## src/rtl/ps2m_pkg.sv

```systemverilog
package ps2m_pkg;
  localparam logic [7:0] CMD_ENABLE = 8'hF4;
  localparam logic [7:0] RSP_ACK    = 8'hFA;
  localparam int MOV_W = 9;
  localparam int NUM_BTN = 3;
  localparam int BIT_XSIGN = 4;
  localparam int BIT_YSIGN = 5;
  localparam int PKT_LEN = 3;

  typedef enum logic [1:0] {
    LS_IDLE, LS_SEND, LS_WAIT, LS_STREAM
  } link_state_e;
endpackage

```

## src/rtl/ps2m_link_fsm.sv

```systemverilog
module ps2m_link_fsm
  import ps2m_pkg::*;
(
  input  logic       clk_i,
  input  logic       rst_ni,
  input  logic       enable_i,
  input  logic       rx_valid_i,
  input  logic [7:0] rx_data_i,
  input  logic       tx_ready_i,
  output logic       tx_valid_o,
  output logic [7:0] tx_data_o,
  output logic       stream_o
);
  link_state_e state_q, state_d;

  always_comb begin
    state_d = state_q;
    unique case (state_q)
      LS_IDLE:   if (enable_i) state_d = LS_SEND;
      LS_SEND:   if (tx_ready_i) state_d = LS_WAIT;
      LS_WAIT:   if (rx_valid_i && rx_data_i == RSP_ACK) state_d = LS_STREAM;
      LS_STREAM: if (enable_i) state_d = LS_SEND;
      default:   state_d = LS_IDLE;
    endcase
  end

  always_ff @(posedge clk_i or negedge rst_ni) begin
    if (!rst_ni) state_q <= LS_IDLE;
    else         state_q <= state_d;
  end

  assign tx_valid_o = (state_q == LS_SEND);
  assign tx_data_o  = CMD_ENABLE;
  // restart from streaming blocks decode in the same cycle
  assign stream_o   = (state_q == LS_STREAM) && !enable_i;

  p_tx_hold_r2: assert property (@(posedge clk_i) disable iff (!rst_ni)
    tx_valid_o && !tx_ready_i |=> tx_valid_o);
  p_tx_drop_r2: assert property (@(posedge clk_i) disable iff (!rst_ni)
    tx_valid_o && tx_ready_i |=> !tx_valid_o);
  p_ack_gate_r4: assert property (@(posedge clk_i) disable iff (!rst_ni)
    $rose(state_q == LS_STREAM) |-> $past(rx_valid_i && rx_data_i == RSP_ACK));
endmodule

```

## src/rtl/ps2m_pkt_asm.sv

```systemverilog
module ps2m_pkt_asm
  import ps2m_pkg::*;
(
  input  logic                    clk_i,
  input  logic                    rst_ni,
  input  logic                    active_i,
  input  logic                    rx_valid_i,
  input  logic [7:0]              rx_data_i,
  output logic                    pkt_valid_o,
  output logic [NUM_BTN-1:0]      btn_o,
  output logic [MOV_W-1:0]        dx_o,
  output logic [MOV_W-1:0]        dy_o
);
  localparam int IDX_W = $clog2(PKT_LEN);

  logic [IDX_W-1:0]   idx_q;
  logic [NUM_BTN-1:0] btn_hold_q, btn_q;
  logic               xs_q, ys_q;
  logic [7:0]         xb_q;
  logic               take;

  assign take        = active_i && rx_valid_i;
  assign pkt_valid_o = take && (idx_q == IDX_W'(PKT_LEN-1));

  always_ff @(posedge clk_i or negedge rst_ni) begin
    if (!rst_ni) begin
      idx_q      <= '0;
      btn_hold_q <= '0;
      btn_q      <= '0;
      xs_q       <= 1'b0;
      ys_q       <= 1'b0;
      xb_q       <= '0;
    end else if (!active_i) begin
      idx_q <= '0;
    end else if (take) begin
      if (pkt_valid_o) begin
        idx_q <= '0;
        btn_q <= btn_hold_q;
      end else begin
        idx_q <= idx_q + 1'b1;
      end
      if (idx_q == '0) begin
        btn_hold_q <= rx_data_i[NUM_BTN-1:0];
        xs_q       <= rx_data_i[BIT_XSIGN];
        ys_q       <= rx_data_i[BIT_YSIGN];
      end
      if (idx_q == IDX_W'(1)) xb_q <= rx_data_i;
    end
  end

  assign btn_o = btn_q;
  assign dx_o  = {xs_q, xb_q};
  assign dy_o  = {ys_q, rx_data_i};

  p_idx_range_r5: assert property (@(posedge clk_i) disable iff (!rst_ni)
    idx_q < IDX_W'(PKT_LEN));
  p_btn_hold_r5: assert property (@(posedge clk_i) disable iff (!rst_ni)
    !pkt_valid_o |=> $stable(btn_q));
  p_idle_reset_r10: assert property (@(posedge clk_i) disable iff (!rst_ni)
    !active_i |=> idx_q == '0);
endmodule

```

## src/rtl/ps2m_accum.sv

```systemverilog
module ps2m_accum #(
  parameter int ACC_W = 16,
  parameter int MOV_W = 9
) (
  input  logic             clk_i,
  input  logic             rst_ni,
  input  logic             clear_i,
  input  logic             upd_i,
  input  logic [MOV_W-1:0] mov_i,
  output logic [ACC_W-1:0] acc_o
);
  localparam int EXT_W = ACC_W - MOV_W;

  logic [ACC_W-1:0] acc_q, mov_ext;

  assign mov_ext = {{EXT_W{mov_i[MOV_W-1]}}, mov_i};

  always_ff @(posedge clk_i or negedge rst_ni) begin
    if (!rst_ni)     acc_q <= '0;
    else if (clear_i) acc_q <= '0;
    else if (upd_i)   acc_q <= acc_q + mov_ext;
  end

  assign acc_o = acc_q;

  p_clear_zero_r8: assert property (@(posedge clk_i) disable iff (!rst_ni)
    clear_i |=> acc_q == '0);
  p_hold_r6: assert property (@(posedge clk_i) disable iff (!rst_ni)
    !clear_i && !upd_i |=> $stable(acc_q));
endmodule

```

## src/rtl/ps2_mouse_stream.sv

```systemverilog
module ps2_mouse_stream
  import ps2m_pkg::*;
#(
  parameter int ACC_W = 16,
  localparam int HALF_W = ACC_W / 2
) (
  input  logic              clk_i,
  input  logic              rst_ni,
  input  logic              enable_i,
  input  logic              clear_i,
  input  logic              rx_valid_i,
  input  logic [7:0]        rx_data_i,
  input  logic              tx_ready_i,
  output logic              tx_valid_o,
  output logic [7:0]        tx_data_o,
  output logic              btn_left_o,
  output logic              btn_right_o,
  output logic              btn_mid_o,
  output logic [HALF_W-1:0] x_lo_o,
  output logic [HALF_W-1:0] x_hi_o,
  output logic [HALF_W-1:0] y_lo_o,
  output logic [HALF_W-1:0] y_hi_o
);
  localparam int NUM_AXIS = 2;

  logic               stream;
  logic               pkt_valid;
  logic [NUM_BTN-1:0] btn;
  logic [MOV_W-1:0]   mov [NUM_AXIS];
  logic [ACC_W-1:0]   acc [NUM_AXIS];

  ps2m_link_fsm u_link (
    .clk_i, .rst_ni, .enable_i, .rx_valid_i, .rx_data_i, .tx_ready_i,
    .tx_valid_o, .tx_data_o, .stream_o(stream)
  );

  ps2m_pkt_asm u_asm (
    .clk_i, .rst_ni, .active_i(stream), .rx_valid_i, .rx_data_i,
    .pkt_valid_o(pkt_valid), .btn_o(btn), .dx_o(mov[0]), .dy_o(mov[1])
  );

  for (genvar a = 0; a < NUM_AXIS; a++) begin : g_axis
    ps2m_accum #(.ACC_W(ACC_W), .MOV_W(MOV_W)) u_acc (
      .clk_i, .rst_ni, .clear_i, .upd_i(pkt_valid),
      .mov_i(mov[a]), .acc_o(acc[a])
    );
  end

  assign btn_left_o  = btn[0];
  assign btn_right_o = btn[1];
  assign btn_mid_o   = btn[2];
  assign x_lo_o = acc[0][HALF_W-1:0];
  assign x_hi_o = acc[0][ACC_W-1:HALF_W];
  assign y_lo_o = acc[1][HALF_W-1:0];
  assign y_hi_o = acc[1][ACC_W-1:HALF_W];

  p_no_move_idle_r3: assert property (@(posedge clk_i) disable iff (!rst_ni)
    tx_valid_o && !clear_i |=> $stable({x_hi_o, x_lo_o, y_hi_o, y_lo_o}));
endmodule

```

## config.mk

```make
export PLATFORM = sky130hd
export DESIGN_NAME = ps2_mouse_stream
export DESIGN_NICKNAME = d
export VERILOG_FILES = /design/src/rtl/ps2m_pkg.sv /design/src/rtl/ps2m_link_fsm.sv /design/src/rtl/ps2m_pkt_asm.sv /design/src/rtl/ps2m_accum.sv /design/src/rtl/ps2_mouse_stream.sv
export SDC_FILE = /design/constraint.sdc
export NUM_CORES = 1
export LEC_CHECK = 0
export CORE_UTILIZATION = 60
export CTS_BUF_LIST = sky130_fd_sc_hd__clkbuf_8
export CTS_CLUSTER_SIZE = 40
export DETAILED_ROUTE_END_ITERATION = 7
export GPL_ROUTABILITY_DRIVEN = 0
export PLACE_DENSITY = 0.88
export SLEW_MARGIN = 20
export SYNTH_ARGS = -nofsm -noshare
export SYNTH_HDL_FRONTEND = slang
export SYNTH_SLANG_ARGS = --single-unit
```

## constraint.sdc

```tcl
create_clock -name clk_i -period 5.2 [get_ports clk_i]
set_clock_uncertainty 0.15 [all_clocks]
set_input_delay 0.52 -clock clk_i [delete_from_list [all_inputs] [get_ports clk_i]]
set_output_delay 0.52 -clock clk_i [all_outputs]
set_load 0.02 [all_outputs]
```

* After elaboration in Yosys (flattened, before gate mapping) *
Cells that the tools add are included.
Widths: inputs -> output; s select.

word-level totals
  register bits = 52
  output and inout port bits = 44

cells by class
  add/subtract/negate cells = 3
  equality and inequality tests = 10
  multiplexer cells = 11
  reduce and logical (&&, ||, !) cells = 13

operators by type and width
  operator             count
  $mux 16              4
  $add 16x16->16       2
  $mux 2               6
  $reduce_and 3->1     4
  $eq 8x8->1 const B   1
  $eq 2x2->1 const B   3
  $pmux 2 s3           1
  $eq 2x1->1 const B   2
  $logic_and 1x1->1    4
  $logic_not 2->1      2
  $ne 2x1->1 const B   2
  $ne 2x2->1 const B   2
  $add 2x1->2 const B  1
  $reduce_bool 2->1    1
  $reduce_or 2->1      1
  $logic_not 1->1      1

* Longest topological paths before layout *
Gate-level depths: netlist of run 1.

  word-level depth = 7
  depth in mapped cells = 9

* Cells and area by module *
A second synthesis of run 1 with hierarchy kept.

unflattened totals
  cells, all modules = 392
  area total of the unflattened synthesis = 4012.6 um^2

modules (own cells, without submodules)
  module         instances  cells each  area an instance (um^2)  sequential area each (um^2)
  ps2m_accum     2          154         1463.9                   400.4
  ps2m_pkt_asm   1          54          820.8                    450.4
  ps2m_link_fsm  1          30          264.0                    50.0

* Worst setup path before layout of run 1 *
Ideal clock, no wire load.

  path type = input -> register
  start = input port rx_data_i[0]
  end = register g_axis[1].u_acc.acc_q[14]
  setup time = 0.126 ns
  data arrival time = 2.424 ns
  required time = 4.924 ns
  path slack = 2.499 ns
  cell stages on the path = 9
  cells stage by stage = ha_1 inv_1 fa_1 and2b_1 o31a_1 o21ai_1 a2111oi_0 o21ai_0 a311o_1

on the way
  cells in the longest elaborated chain, start to end = 3

ends and longest elaborated chain
  what                    RTL line                source
  start: declaration      ps2_mouse_stream.sv:12  input logic [7:0] rx_data_i,
  $add 16x16->16          ps2m_accum.sv:21        else if (upd_i) acc_q <= acc_q + mov_ext;
  $mux 16                 ps2m_accum.sv:21
  $mux 16                 ps2m_accum.sv:20        else if (clear_i) acc_q <= '0;
  end signal: assignment  ps2m_accum.sv:21
  end: declaration        ps2m_accum.sv:14        logic [ACC_W-1:0] acc_q, mov_ext;

Every way passes these cells. The select of a mux whose other input is x is not followed.
A chain may end at the register's enable or synchronous reset.

* Worst setup path after layout of run 1 *
Ends and elaborated chain as after synthesis.

==> metrics.md, run 1 <==
| Metric | Value |
|---|---|
| Status | finished clean |
| Layout Nets | 520 |
| Comb pwr share | around 32% |
| Slew HR | between 40% and 50% |
| CTS H-tree lvls | 2 |
| Design area | around 4400 um^2 |
| Seq pwr share | 40.8% |
| Largest net degree at the start of global routing | between 50 and 60 |
| Clk root buf | clkbuf_8 |
| Final HPWL DP | ~6300 um |
| Antenna cells | 0 |
| Rows | 28 |
| Clock share of power | 26.8% |
| Post-synth EDFFs | 0 |
| CTS tree | yes |
| Initial core utilization | 63.0% |
| Pwr Density | 283 nW/um^2 |
| Post-synth ARST share | 100% |
| Fin crit period | 3.29 ns |
| Flops & latches, synth | 52 |
| Num CTS Buffers | 5 |
| Flop2flop setup slack | between 2 and 2.5 ns |
| Clock transition at path regs | around 0.10 ns |
| Starting DRC count in detailed routing | 302 |
| CTS sink cnt | 52 |
| Worst r2r dst | g_axis[1].u_acc.acc_o[14] |
| Crit share post-route | about 63% |
| # IOs | just under 60 |
| Buffer count from post-CTS setup fixing | 0 |
| First-pass GRT wire length | between 10000 and 15000 um |
| Post-Layout Cell Count | 545 |
| Iteration count of the initial detailed-routing pass | 5 |
| Post-CTS Resized | 0 |
| Max Slew Vio Count | 0 |
| Global Route Usage Sum | 28.1% |
| Worst Reg-to-Reg Cells | 9 |
| Remaining DRCs | 0 |
| Achievable clock frequency | roughly 0.3 GHz |
| Global route overflow | 0 |
| Sw Share | between 30% and 40% |
| Most area-hungry cell type in the Yosys netlist | dfrtp_1 |
| Worst-path fanout max | 4 |
| Critical path class | primary input to register |
| CP Capture Type | register |
| Worst-skew pair later-pin latency | approximately 0.31 ns |
| Post-Syn Area | 3780 um^2 |
| Design internal power | slightly above 0.8 mW |
| Synth top area cells | dfrtp_1 34%, ha_1 11%, a21oi_1 5.6%, nand2_1 5.1%, mux2_2 3.6% |
| Slew @ Worst Pin | about 0.87 ns |
| Longest Clk Path Bufs | 2 |
| Unrepaired setup endpoints after global routing | false |
| Seq/Total Area, Yosys | roughly 34% |
| Worst Path Required | around 5.3 ns |
| Post-route ant nets | 0 |
| CORE AREA | roughly 6000 um^2 |
| Startpoint Class | primary input |
| DRT Wirelength | about 9000 um |
| Setup slack at placement | 1.69 ns |
| Max-cap violation count | 0 |
| DP Area | between 4000 and 5000 um^2 |
| Final setup fails | 0 |
| Vias per cell | approximately 6.3 |
| Worst r2r src | g_axis[1].u_acc.acc_o[0] |
| Sw Pwr | between 0.4 and 0.5 mW |
| Routed len/inst | 16.5 um |
| I/O Buffers | approximately 50 |
| Yosys warns | 0 |
| Hold buffers post-CTS | 0 |
| Chip height | 81.3 um |
| Pleak | ~2.1 nW |
| Synth Area per Inst | just under 9 um^2 |
| Share of layout cells above drive strength 1 | roughly 6.6% |
| Final Hold Viols | 0 |
| PnR worst setup slack | ~1.9 ns |
| Worst min path class | primary input to asynchronous set/reset pin |
| Mapped Cells | 430 |
| Worst vdd ir | 189 uV |
| Area delta synth->final | 16.6% |
| Die area | ~6600 um^2 |
| Crit path DAT | 3.34 ns |
| Via count | 3432 |
| Chip Width | around 81 um |
| Top_reg_cell synth | dfrtp_1 |
| Cell count after placement | between 500 and 600 |
| Yosys top cell area share | around a third |
| Initial antenna violation count | 0 |
| Setup TNS | 0 ns |
| Vias in the first global route | between 3000 and 4000 |
| Post-synth cell types | 64 |
[worst max-delay path: stages]
cell and delay (ns):
clkdlybuf4s50_1 0.53, ha_1 0.21, inv_1 0.06, fa_1 0.37, and2b_1 0.23, o31a_1 0.18, o21ai_1 0.11, a2111oi_0 0.60
o21ai_0 0.19, a311o_1 0.34
[cell usage in the layout, fill, tap and decap left out, types with 3 or more instances in the layout]
| master | netlist | final |
|---|---|---|
| a211oi_1 | 5 | 5 |
| a21o_1 | 12 | 12 |
| a21oi_1 | 42 | 42 |
| a311o_1 | 3 | 3 |
| a31oi_1 | 6 | 6 |
| and2_1 | 3 | 3 |
| and3_1 | 6 | 6 |
| buf_4 | 8 | 4 |
| clkbuf_8 | 0 | 5 |
| clkdlybuf4s50_1 | 0 | 48 |
| conb_1 | 2 | 8 |
| dfrtp_1 | 52 | 52 |
| ha_1 | 34 | 34 |
| inv_1 | 16 | 16 |
| mux2_2 | 12 | 12 |
| mux2i_1 | 4 | 4 |
| nand2_1 | 51 | 51 |
| nand2b_1 | 6 | 6 |
| nand3_1 | 18 | 18 |
| nand3b_1 | 4 | 4 |
| nand4_1 | 7 | 7 |
| nor2_1 | 19 | 19 |
| nor2b_1 | 5 | 5 |
| nor3_1 | 10 | 10 |
| o211ai_1 | 7 | 7 |
| o21a_1 | 6 | 6 |
| o21ai_0 | 20 | 20 |
| o31ai_1 | 3 | 3 |
| or3_1 | 6 | 6 |
| xnor2_1 | 3 | 3 |
| xor2_1 | 3 | 3 |
[metal layers]
metal / GRT usage, % / wire, um / vias to the layer above
li1: - / - / 1641
met1: 36.9 / 3950 / 1641
met2: 47.5 / 4330 / 135
met3: 3.15 / 554 / 15
met4: 10.2 / 154 / 0
met5: 0 / 0 / -
[cell usage after synthesis (all sizes together) (5+ instances only)]
| cell | n |
|---|---|
| a211oi | 5 |
| a21o | 13 |
| a21oi | 42 |
| a31oi | 6 |
| and3 | 7 |
| buf | 13 |
| clkbuf | 13 |
| dfrtp | 52 |
| ha | 34 |
| inv | 16 |
| mux2 | 13 |
| nand2 | 51 |
| nand2b | 6 |
| nand3 | 18 |
| nand4 | 7 |
| nor2 | 19 |
| nor2b | 5 |
| nor3 | 11 |
| o211ai | 7 |
| o21a | 6 |
| o21ai | 22 |
| or3 | 7 |
[final cells by class]
type / instances / area, um^2
inverter: 16 / 60.1
tap: 75 / 93.8
fill: 447 / 1590
timing repair buffer: 53 / 515
clock inverter: 2 / 60.1
clock buffer: 5 / 68.8
sequential: 52 / 1300
multi-input combinational: 342 / 2300
[kinds of logic after synthesis]
group	count (synthesis)	share of synthesized area [%]
and+or+nand+nor	148	19.7
adders and majority gates	36	12.3
xor gates and xnor gates	6	1.39
muxes	17	4.94
other	2	0.199
buffers and inverters	42	5.27
DFF	52	34.5
AOI/OAI and AO/OA	127	21.7
[stage by stage]
step	utilization (%)	power, mW	hold WS [ns]
after floorplan	-	0.810	0.0744
after global placement	71.4	0.891	0.299
after detailed placement	71.4	0.911	0.302
after CTS	73.5	1.24	0.198
after global routing	73.5	1.31	0.229
final	73.5	1.25	0.155
[state kept, by name, indices dropped and copies added (netlist names)]
| register | count |
|---|---|
| g_axis.u_acc.acc_o | 32 |
| u_asm.xb_q | 8 |
| u_asm.btn_hold_q | 3 |
| u_asm.btn_o | 3 |
| u_asm.idx_q | 2 |
| u_link.state_q | 2 |
| u_asm.xs_q | 1 |
| u_asm.ys_q | 1 |
[power groups by stage]
stage	Sequential (mW)	Combinational, mW	Clock, mW
after floorplan	0.496	0.314	0
after global placement	0.512	0.379	0
after detailed placement	0.517	0.394	0
after CTS	0.508	0.400	0.334
after global routing	0.515	0.451	0.347
final	0.508	0.403	0.334
[worst max-delay path by stage]
stage                 startpoint                        end  slack, ns  cells after the start
floorplan           rx_data_i[0]  g_axis[1].u_acc.acc_o[14]       2.50                      9
global placement    rx_data_i[0]  g_axis[1].u_acc.acc_o[14]       1.82                     10
CTS                 rx_data_i[0]  g_axis[1].u_acc.acc_o[14]       2.01                     10
detailed placement  rx_data_i[0]  g_axis[1].u_acc.acc_o[14]       1.69                     10
global route        rx_data_i[0]  g_axis[1].u_acc.acc_o[14]       1.76                     10
finish              rx_data_i[0]  g_axis[1].u_acc.acc_o[14]       1.91                     10
Note: power is estimated with default switching activity, not from simulation.
==> inputs of run 2 (changes only) <==
--- a/config.mk
+++ b/config.mk
@@ -5,12 +5,12 @@
 export SDC_FILE = /design/constraint.sdc
 export NUM_CORES = 1
 export LEC_CHECK = 0
-export CORE_UTILIZATION = 60
+export CORE_UTILIZATION = 56
 export CTS_BUF_LIST = sky130_fd_sc_hd__clkbuf_8
 export CTS_CLUSTER_SIZE = 40
 export DETAILED_ROUTE_END_ITERATION = 7
 export GPL_ROUTABILITY_DRIVEN = 0
-export PLACE_DENSITY = 0.88
+export PLACE_DENSITY = 0.82
 export SLEW_MARGIN = 20
 export SYNTH_ARGS = -nofsm -noshare
 export SYNTH_HDL_FRONTEND = slang
==> constraint.sdc (replaced) <==
create_clock -name clk_i -period 3.2 [get_ports clk_i]
set_clock_uncertainty 0.15 [all_clocks]
set_input_delay 0.32 -clock clk_i [delete_from_list [all_inputs] [get_ports clk_i]]
set_output_delay 0.32 -clock clk_i [all_outputs]
set_load 0.02 [all_outputs]
==> run 2 against run 1 <==
Compared with the run above:
- the flow now finishes with violations (design-rule violations)
- sequential share of layout area shrank 0.41 points
- register-to-register slack got worse by 1.9 ns
- core utilization fell by 4.0 points
- non-clock buffer count increased by 10
- first-iteration DRC count shrank 39%
- total power grew 56%
- clock power rose by 37%
- flip-flop and latch count unchanged
- via count is the same
==> metrics.md, run 2 (synthesis gave the netlist of run 1 again) <==
| Metric | Value |
|---|---|
| Status | finished, violations left |
| Failing checks | design-rule violations |
| GR Util met2 | a little over two fifths |
| Flop2flop setup slack | approximately 0.41 ns |
| Num CTS Buffers | 5 |
| Worst-skew pair later-pin latency | 0.31 ns |
| Pwr Density | between 400 and 500 nW/um^2 |
| Via count | 3432 |
| HP Start | u_asm.btn_hold_q[2] |
| Largest net degree at the start of global routing | between 40 and 50 |
| Share of layout cells above drive strength 1 | 8.32% |
| Global route overflow | 0 |
| Clk root buf | clkbuf_8 |
| Routed len/inst | about 16 um |
| Antenna cells | 0 |
| Met1 Track Usage GR | a little over a third |
| First-pass GRT wire length | 15000 um |
| Worst Reg-to-Reg Cells | 7 |
| Starting DRC count in detailed routing | approximately 180 |
| Worst vdd ir | a little under 500 uV |
| Fin crit period | 2.90 ns |
| Commonest non-fill, non-tap cell in the layout | dfrtp_1 |
| Design area | ~4500 um^2 |
| Area delta synth->final | 18.3% |
| Crit path DAT | about 3 ns |
| # IOs | 58 |
| Startpoint Class | primary input |
| Critical path class | primary input to register |
| Longest Clk Path Bufs | 2 |
| Largest register FFs | 32 |
| Initial core utilization | between 50 and 60% |
| Slew HR | a little over half |
| CORE AREA | 6420 um^2 |
| Worst hold stages | 2 |
| Worst r2r src | u_asm.ys_q |
| Die area | a little over 7000 um^2 |
| DRT Wirelength | roughly 9000 um |
| I/O Buffers | 49 |
| Crit share post-route | about nine tenths |
| Chip Width | ~84 um |
| Hold Crit Endpoint | u_asm.btn_o[2] |
| Final HPWL DP | roughly 6500 um |
| Worst min path class | register to register |
| Most frequent cells in the layout | 52 x dfrtp_1, 51 x nand2_1, 48 x clkdlybuf4s50_1 |
| Slew @ Worst Pin | roughly 0.7 ns |
| Final setup fails | 0 |
| CTS sink cnt | 52 |
| Unrepaired setup endpoints after global routing | false |
| Final core occ | a little over two thirds |
| Worst-path fanout max | 3 |
| Fill cells | about 540 |
| Max Slew Vio Count | 0 |
| Setup TNS | 0 ns |
| CTS H-tree lvls | 2 |
| Clock transition at path regs | 0.10 ns |
| Vias per cell | roughly 6.2 |
| GRT busiest layer | met2 |
| Worst Setup SP | rx_data_i[0] |
| Sequential cell area | around 1300 um^2 |
| GR met3 Demand/Resource | under 10% |
| Remaining DRCs | 11 |
| WHS | 0.328 ns |
| Iteration count of the initial detailed-routing pass | 7 |
| Vias in the first global route | about 3300 |
| Post-CTS Resized | 0 |
| DP Area | 4350 um^2 |
| CTS tree | yes |
| Post-route ant nets | 0 |
| Final Hold Viols | 0 |
| Layout Nets | 530 |
| Chip height | 84.1 um |
| Max-cap violation count | 0 |
| Worst r2r dst | g_axis[1].u_acc.acc_o[15] |
| Global Route Usage Sum | between 20% and 30% |
| Initial antenna violation count | 0 |
| Pleak | 2.11 nW |
| CP Capture Type | register |
| Area of the multi-input gates | about 2300 um^2 |
| Worst Path Required | 3.25 ns |
| Rows | 29 |
| Achievable clock frequency | approximately 0.34 GHz |
-- run 2: repair_timing --
| item | CTS | global route |
|---|---|---|
| hold buffers | 0 | 1 |
| endpoints found under the hold margin | 0 | 44 |
| setup buffers | 0 | 0 |
-- run 2: per-layer routing --
| metal | up-vias | part of all wire, % |
|---|---|---|
| li1 | 1665 | - |
| met1 | 1655 | 46 |
| met2 | 104 | 49 |
| met3 | 8 | 4.5 |
| met4 | 0 | 0.99 |
| met5 | - | 0 |
-- run 2: worst max path at each step --
stage,end,slack [ns]
floorplan,g_axis[1].u_acc.acc_o[14],0.51
global placement,g_axis[1].u_acc.acc_o[14],0.09
detailed placement,g_axis[1].u_acc.acc_o[14],-0.01
CTS,g_axis[1].u_acc.acc_o[14],0.30
global route,g_axis[1].u_acc.acc_o[14],0.05
finish,g_axis[1].u_acc.acc_o[14],0.30
-- run 2: where the power goes --
group | internal (mW) | leakage [nW] | total, mW | switching [mW]
clock | 0.230 | 0.0593 | 0.459 | 0.229
combinational | 0.271 | 1.34 | 0.657 | 0.386
sequential | 0.734 | 0.707 | 0.827 | 0.0934
total | 1.23 | 2.11 | 1.94 | 0.709
-- run 2: stage by stage --
| step | instances | setup WS (ns) | power [mW] |
|---|---|---|---|
| 2_1_floorplan | 436 | 0.512 | 1.32 |
| 3_3_place_gp | 549 | 0.0932 | 1.46 |
| 3_5_place_dp | 549 | -0.0146 | 1.49 |
| 4_1_cts | 557 | 0.305 | 1.95 |
| 5_1_grt | 558 | 0.0543 | 2.08 |
| 6_report | 558 | 0.301 | 1.94 |
-- run 2: worst max-delay path, cell delays in order --
cell and delay [ns]:
clkdlybuf4s50_1 0.49, ha_1 0.19, inv_1 0.06, fa_1 0.37, and2b_1 0.25, o31a_1 0.16, o21ai_1 0.11, a2111oi_0 0.52
o21ai_0 0.15, a311o_1 0.33
-- run 2: cell type report --
cell class              instances  share of cell area [%]
well taps                      77                    2.16
repair buffers                 63                    13.3
flip-flops and latches         52                    29.1
clock inverters                 3                   0.869
clock buffers                   5                    1.54
inverters                      16                    1.34
multi-input cells             342                    51.6
==> inputs of run 3 (changes only) <==
--- a/config.mk
+++ b/config.mk
@@ -5,6 +5,7 @@
 export SDC_FILE = /design/constraint.sdc
 export NUM_CORES = 1
 export LEC_CHECK = 0
+export CORE_MARGIN = 8
 export CORE_UTILIZATION = 56
 export CTS_BUF_LIST = sky130_fd_sc_hd__clkbuf_8
 export CTS_CLUSTER_SIZE = 40
==> run 3 against run 2 <==
Compared with the run above:
- the flow now finishes without violations
- critical path depth unchanged
- flip-flop and latch count unchanged
- fmax up 0.93%
- first-iteration DRC count up 1.6%
- highest routed layer unchanged
- via count up 0.12%
- hold slack better by 0.0035 ns
- count of clock-buffer cells in the layout unchanged
- largest cell class unchanged
- sequential share of layout area up 0.057 points
- worst setup slack better by 0.027 ns
- total power down 3.1%
- cell area down 0.20%
- wire length up 4.9%
==> metrics.md, run 3 (synthesis gave the netlist of run 1 again) <==
| Metric | Value |
|---|---|
| Status | finished clean |
| Chip height | approximately 98 um |
| Worst vdd ir | 389 uV |
| Worst r2r src | g_axis[1].u_acc.acc_o[0] |
| Layout Nets | 530 |
| DRT Wirelength | 9420 um |
| CTS tree | yes |
| Max-cap violation count | 0 |
| Clock transition at path regs | approximately 0.1 ns |
| Worst r2r dst | g_axis[1].u_acc.acc_o[14] |
| Pwr Density | between 400 and 500 nW/um^2 |
| CTS sink cnt | 52 |
| Final HPWL DP | about 7100 um |
| Post-CTS Resized | 0 |
| Largest register FFs | 32 |
| Flop2flop setup slack | approximately 0.40 ns |
| Fin crit period | around 2.9 ns |
| Achievable clock frequency | approximately 0.35 GHz |
| Post-Layout Cell Count | 560 |
| First-pass GRT wire length | between 15000 and 20000 um |
| CORE AREA | 6640 um^2 |
| Largest net degree at the start of global routing | 33 |
| Final Hold Viols | 0 |
| Die area | ~9600 um^2 |
| Max Slew Vio Count | 0 |
| Antenna cells | 0 |
| CTS H-tree lvls | 2 |
| CP max stage delay | approximately 0.55 ns |
| Crit share post-route | ~90% |
| Pleak | approximately 2.1 nW |
| Final setup fails | 0 |
| Vias in the first global route | around 3400 |
| # IOs | 58 |
| Post-route ant nets | 0 |
| Vias per cell | approximately 6.1 |
| Slowest cell on crit path | a2111oi_0 |
| Crit path max-delay family | compound AO/OA/AOI/OAI gates |
| Commonest non-fill, non-tap cell in the layout | dfrtp_1 |
| Initial antenna violation count | 0 |
| Fill cells | between 500 and 600 |
| Most frequent cells in the layout | 52 x dfrtp_1, 51 x nand2_1, 48 x clkdlybuf4s50_1 |
| Worst Reg-to-Reg Cells | 9 |
| WHS | about 0.33 ns |
| Global route overflow | 0 |
| Iteration count of the initial detailed-routing pass | 5 |
| Rows | 30 |
| Clk root buf | clkbuf_8 |
| I/O Buffers | 49 |
| Worst-path fanout max | 3 |
| WL met1 | ~4200 um |
| Worst-skew pair later-pin latency | roughly 0.31 ns |
| Num CTS Buffers | 5 |
| Unrepaired setup endpoints after global routing | false |
| Starting DRC count in detailed routing | 186 |
| Worst min path class | register to register |
| Chip Width | 98.1 um |
| Routed len/inst | 16.8 um |
| Setup TNS | 0 ns |
| Via count | 3436 |
| Critical path class | primary input to register |
| Share of layout cells above drive strength 1 | under 10% |
| Top Metal Used | met4 |
| Buf+Inv Stages, Crit Path | 2 |
| Slew HR | 50.5% |
| Cells along the critical path | clkdlybuf4s50_1, ha_1, inv_1, fa_1, and2b_1, o31a_1, o21ai_1, a2111oi_0, o21ai_0, a311o_1 |
| Cell count after placement | between 500 and 600 |
| Slew @ Worst Pin | approximately 0.74 ns |
| Initial core utilization | 56.8% |
| Area delta synth->final | 18.0% |
| Hold Crit Endpoint | u_asm.btn_o[0] |
| Worst hold stages | 2 |
| DR WL met2 | around 4500 um |
| Worst Path Required | between 3 and 4 ns |
| WL met3 | between 500 and 600 um |
| Crit path DAT | roughly 3 ns |
| Startpoint Class | primary input |
| HP Start | u_asm.btn_hold_q[0] |
| Remaining DRCs | 0 |
| CP Capture Type | register |
| Longest Clk Path Bufs | 2 |
| Global Route Usage Sum | 19.8% |
## run 3: worst max path at each step
stage	start	to	slack (ns)	cells after the start
final	rx_data_i[0]	g_axis[1].u_acc.acc_o[14]	0.33	10
after global routing	rx_data_i[0]	g_axis[1].u_acc.acc_o[14]	0.12	10
after CTS	rx_data_i[0]	g_axis[1].u_acc.acc_o[14]	0.37	10
after detailed placement	rx_data_i[0]	g_axis[1].u_acc.acc_o[14]	0.05	10
after global placement	rx_data_i[0]	g_axis[1].u_acc.acc_o[14]	0.10	10
after floorplan	g_axis[1].u_acc.acc_o[0]	g_axis[1].u_acc.acc_o[14]	0.51	9
## run 3: worst reg2reg max path, stage by stage, from the launching register on
cell and delay (ns):
dfrtp_1 0.40, ha_1 0.18, inv_1 0.06, fa_1 0.36, and2b_1 0.25, o31a_1 0.17
o21ai_1 0.11, a2111oi_0 0.55, o21ai_0 0.14, a311o_1 0.33
## run 3: where the power goes
| part | switching, mW | internal [mW] | leakage [nW] |
|---|---|---|---|
| sequential | 0.0816 | 0.734 | 0.707 |
| combinational | 0.398 | 0.277 | 1.34 |
| clock | 0.238 | 0.153 | 0.0406 |
| total | 0.718 | 1.16 | 2.09 |
## run 3: area by class of cell
| class | instances | area [um^2] | area share (%) |
|---|---|---|---|
| Multi-Input combinational cell | 342 | 2300 | 51.7 |
| Sequential cell | 52 | 1300 | 29.2 |
| Timing Repair Buffer | 63 | 606 | 13.6 |
| Tap cell | 80 | 100 | 2.25 |
| Clock buffer | 5 | 68.8 | 1.54 |
| Inverter | 16 | 60.1 | 1.35 |
| Clock inverter | 2 | 16.3 | 0.365 |
## run 3: stage by stage
stage / setup WS, ns / utilization, % / power (mW) / instance area, um^2
final: 0.328 / 67.1 / 1.88 / 4460
after global routing: 0.122 / 67.1 / 1.99 / 4460
after detailed placement: 0.0510 / 65.6 / 1.49 / 4360
after CTS: 0.373 / 67.1 / 1.89 / 4460
after global placement: 0.101 / 65.6 / 1.46 / 4360
after floorplan: 0.512 / - / 1.32 / 3800
## run 3: what timing repair did
action,4_1_cts,5_1_grt
setup endpoints to repair,0,0
endpoints found under the hold margin,31,0
hold buffers,1,0
setup buffers,0,0
## run 3: layer usage
layer,track usage [%],up-vias
met1,24.4,1653
met4,6.95,0
met5,0,-
met2,33.4,108
li1,-,1661
met3,3.84,14
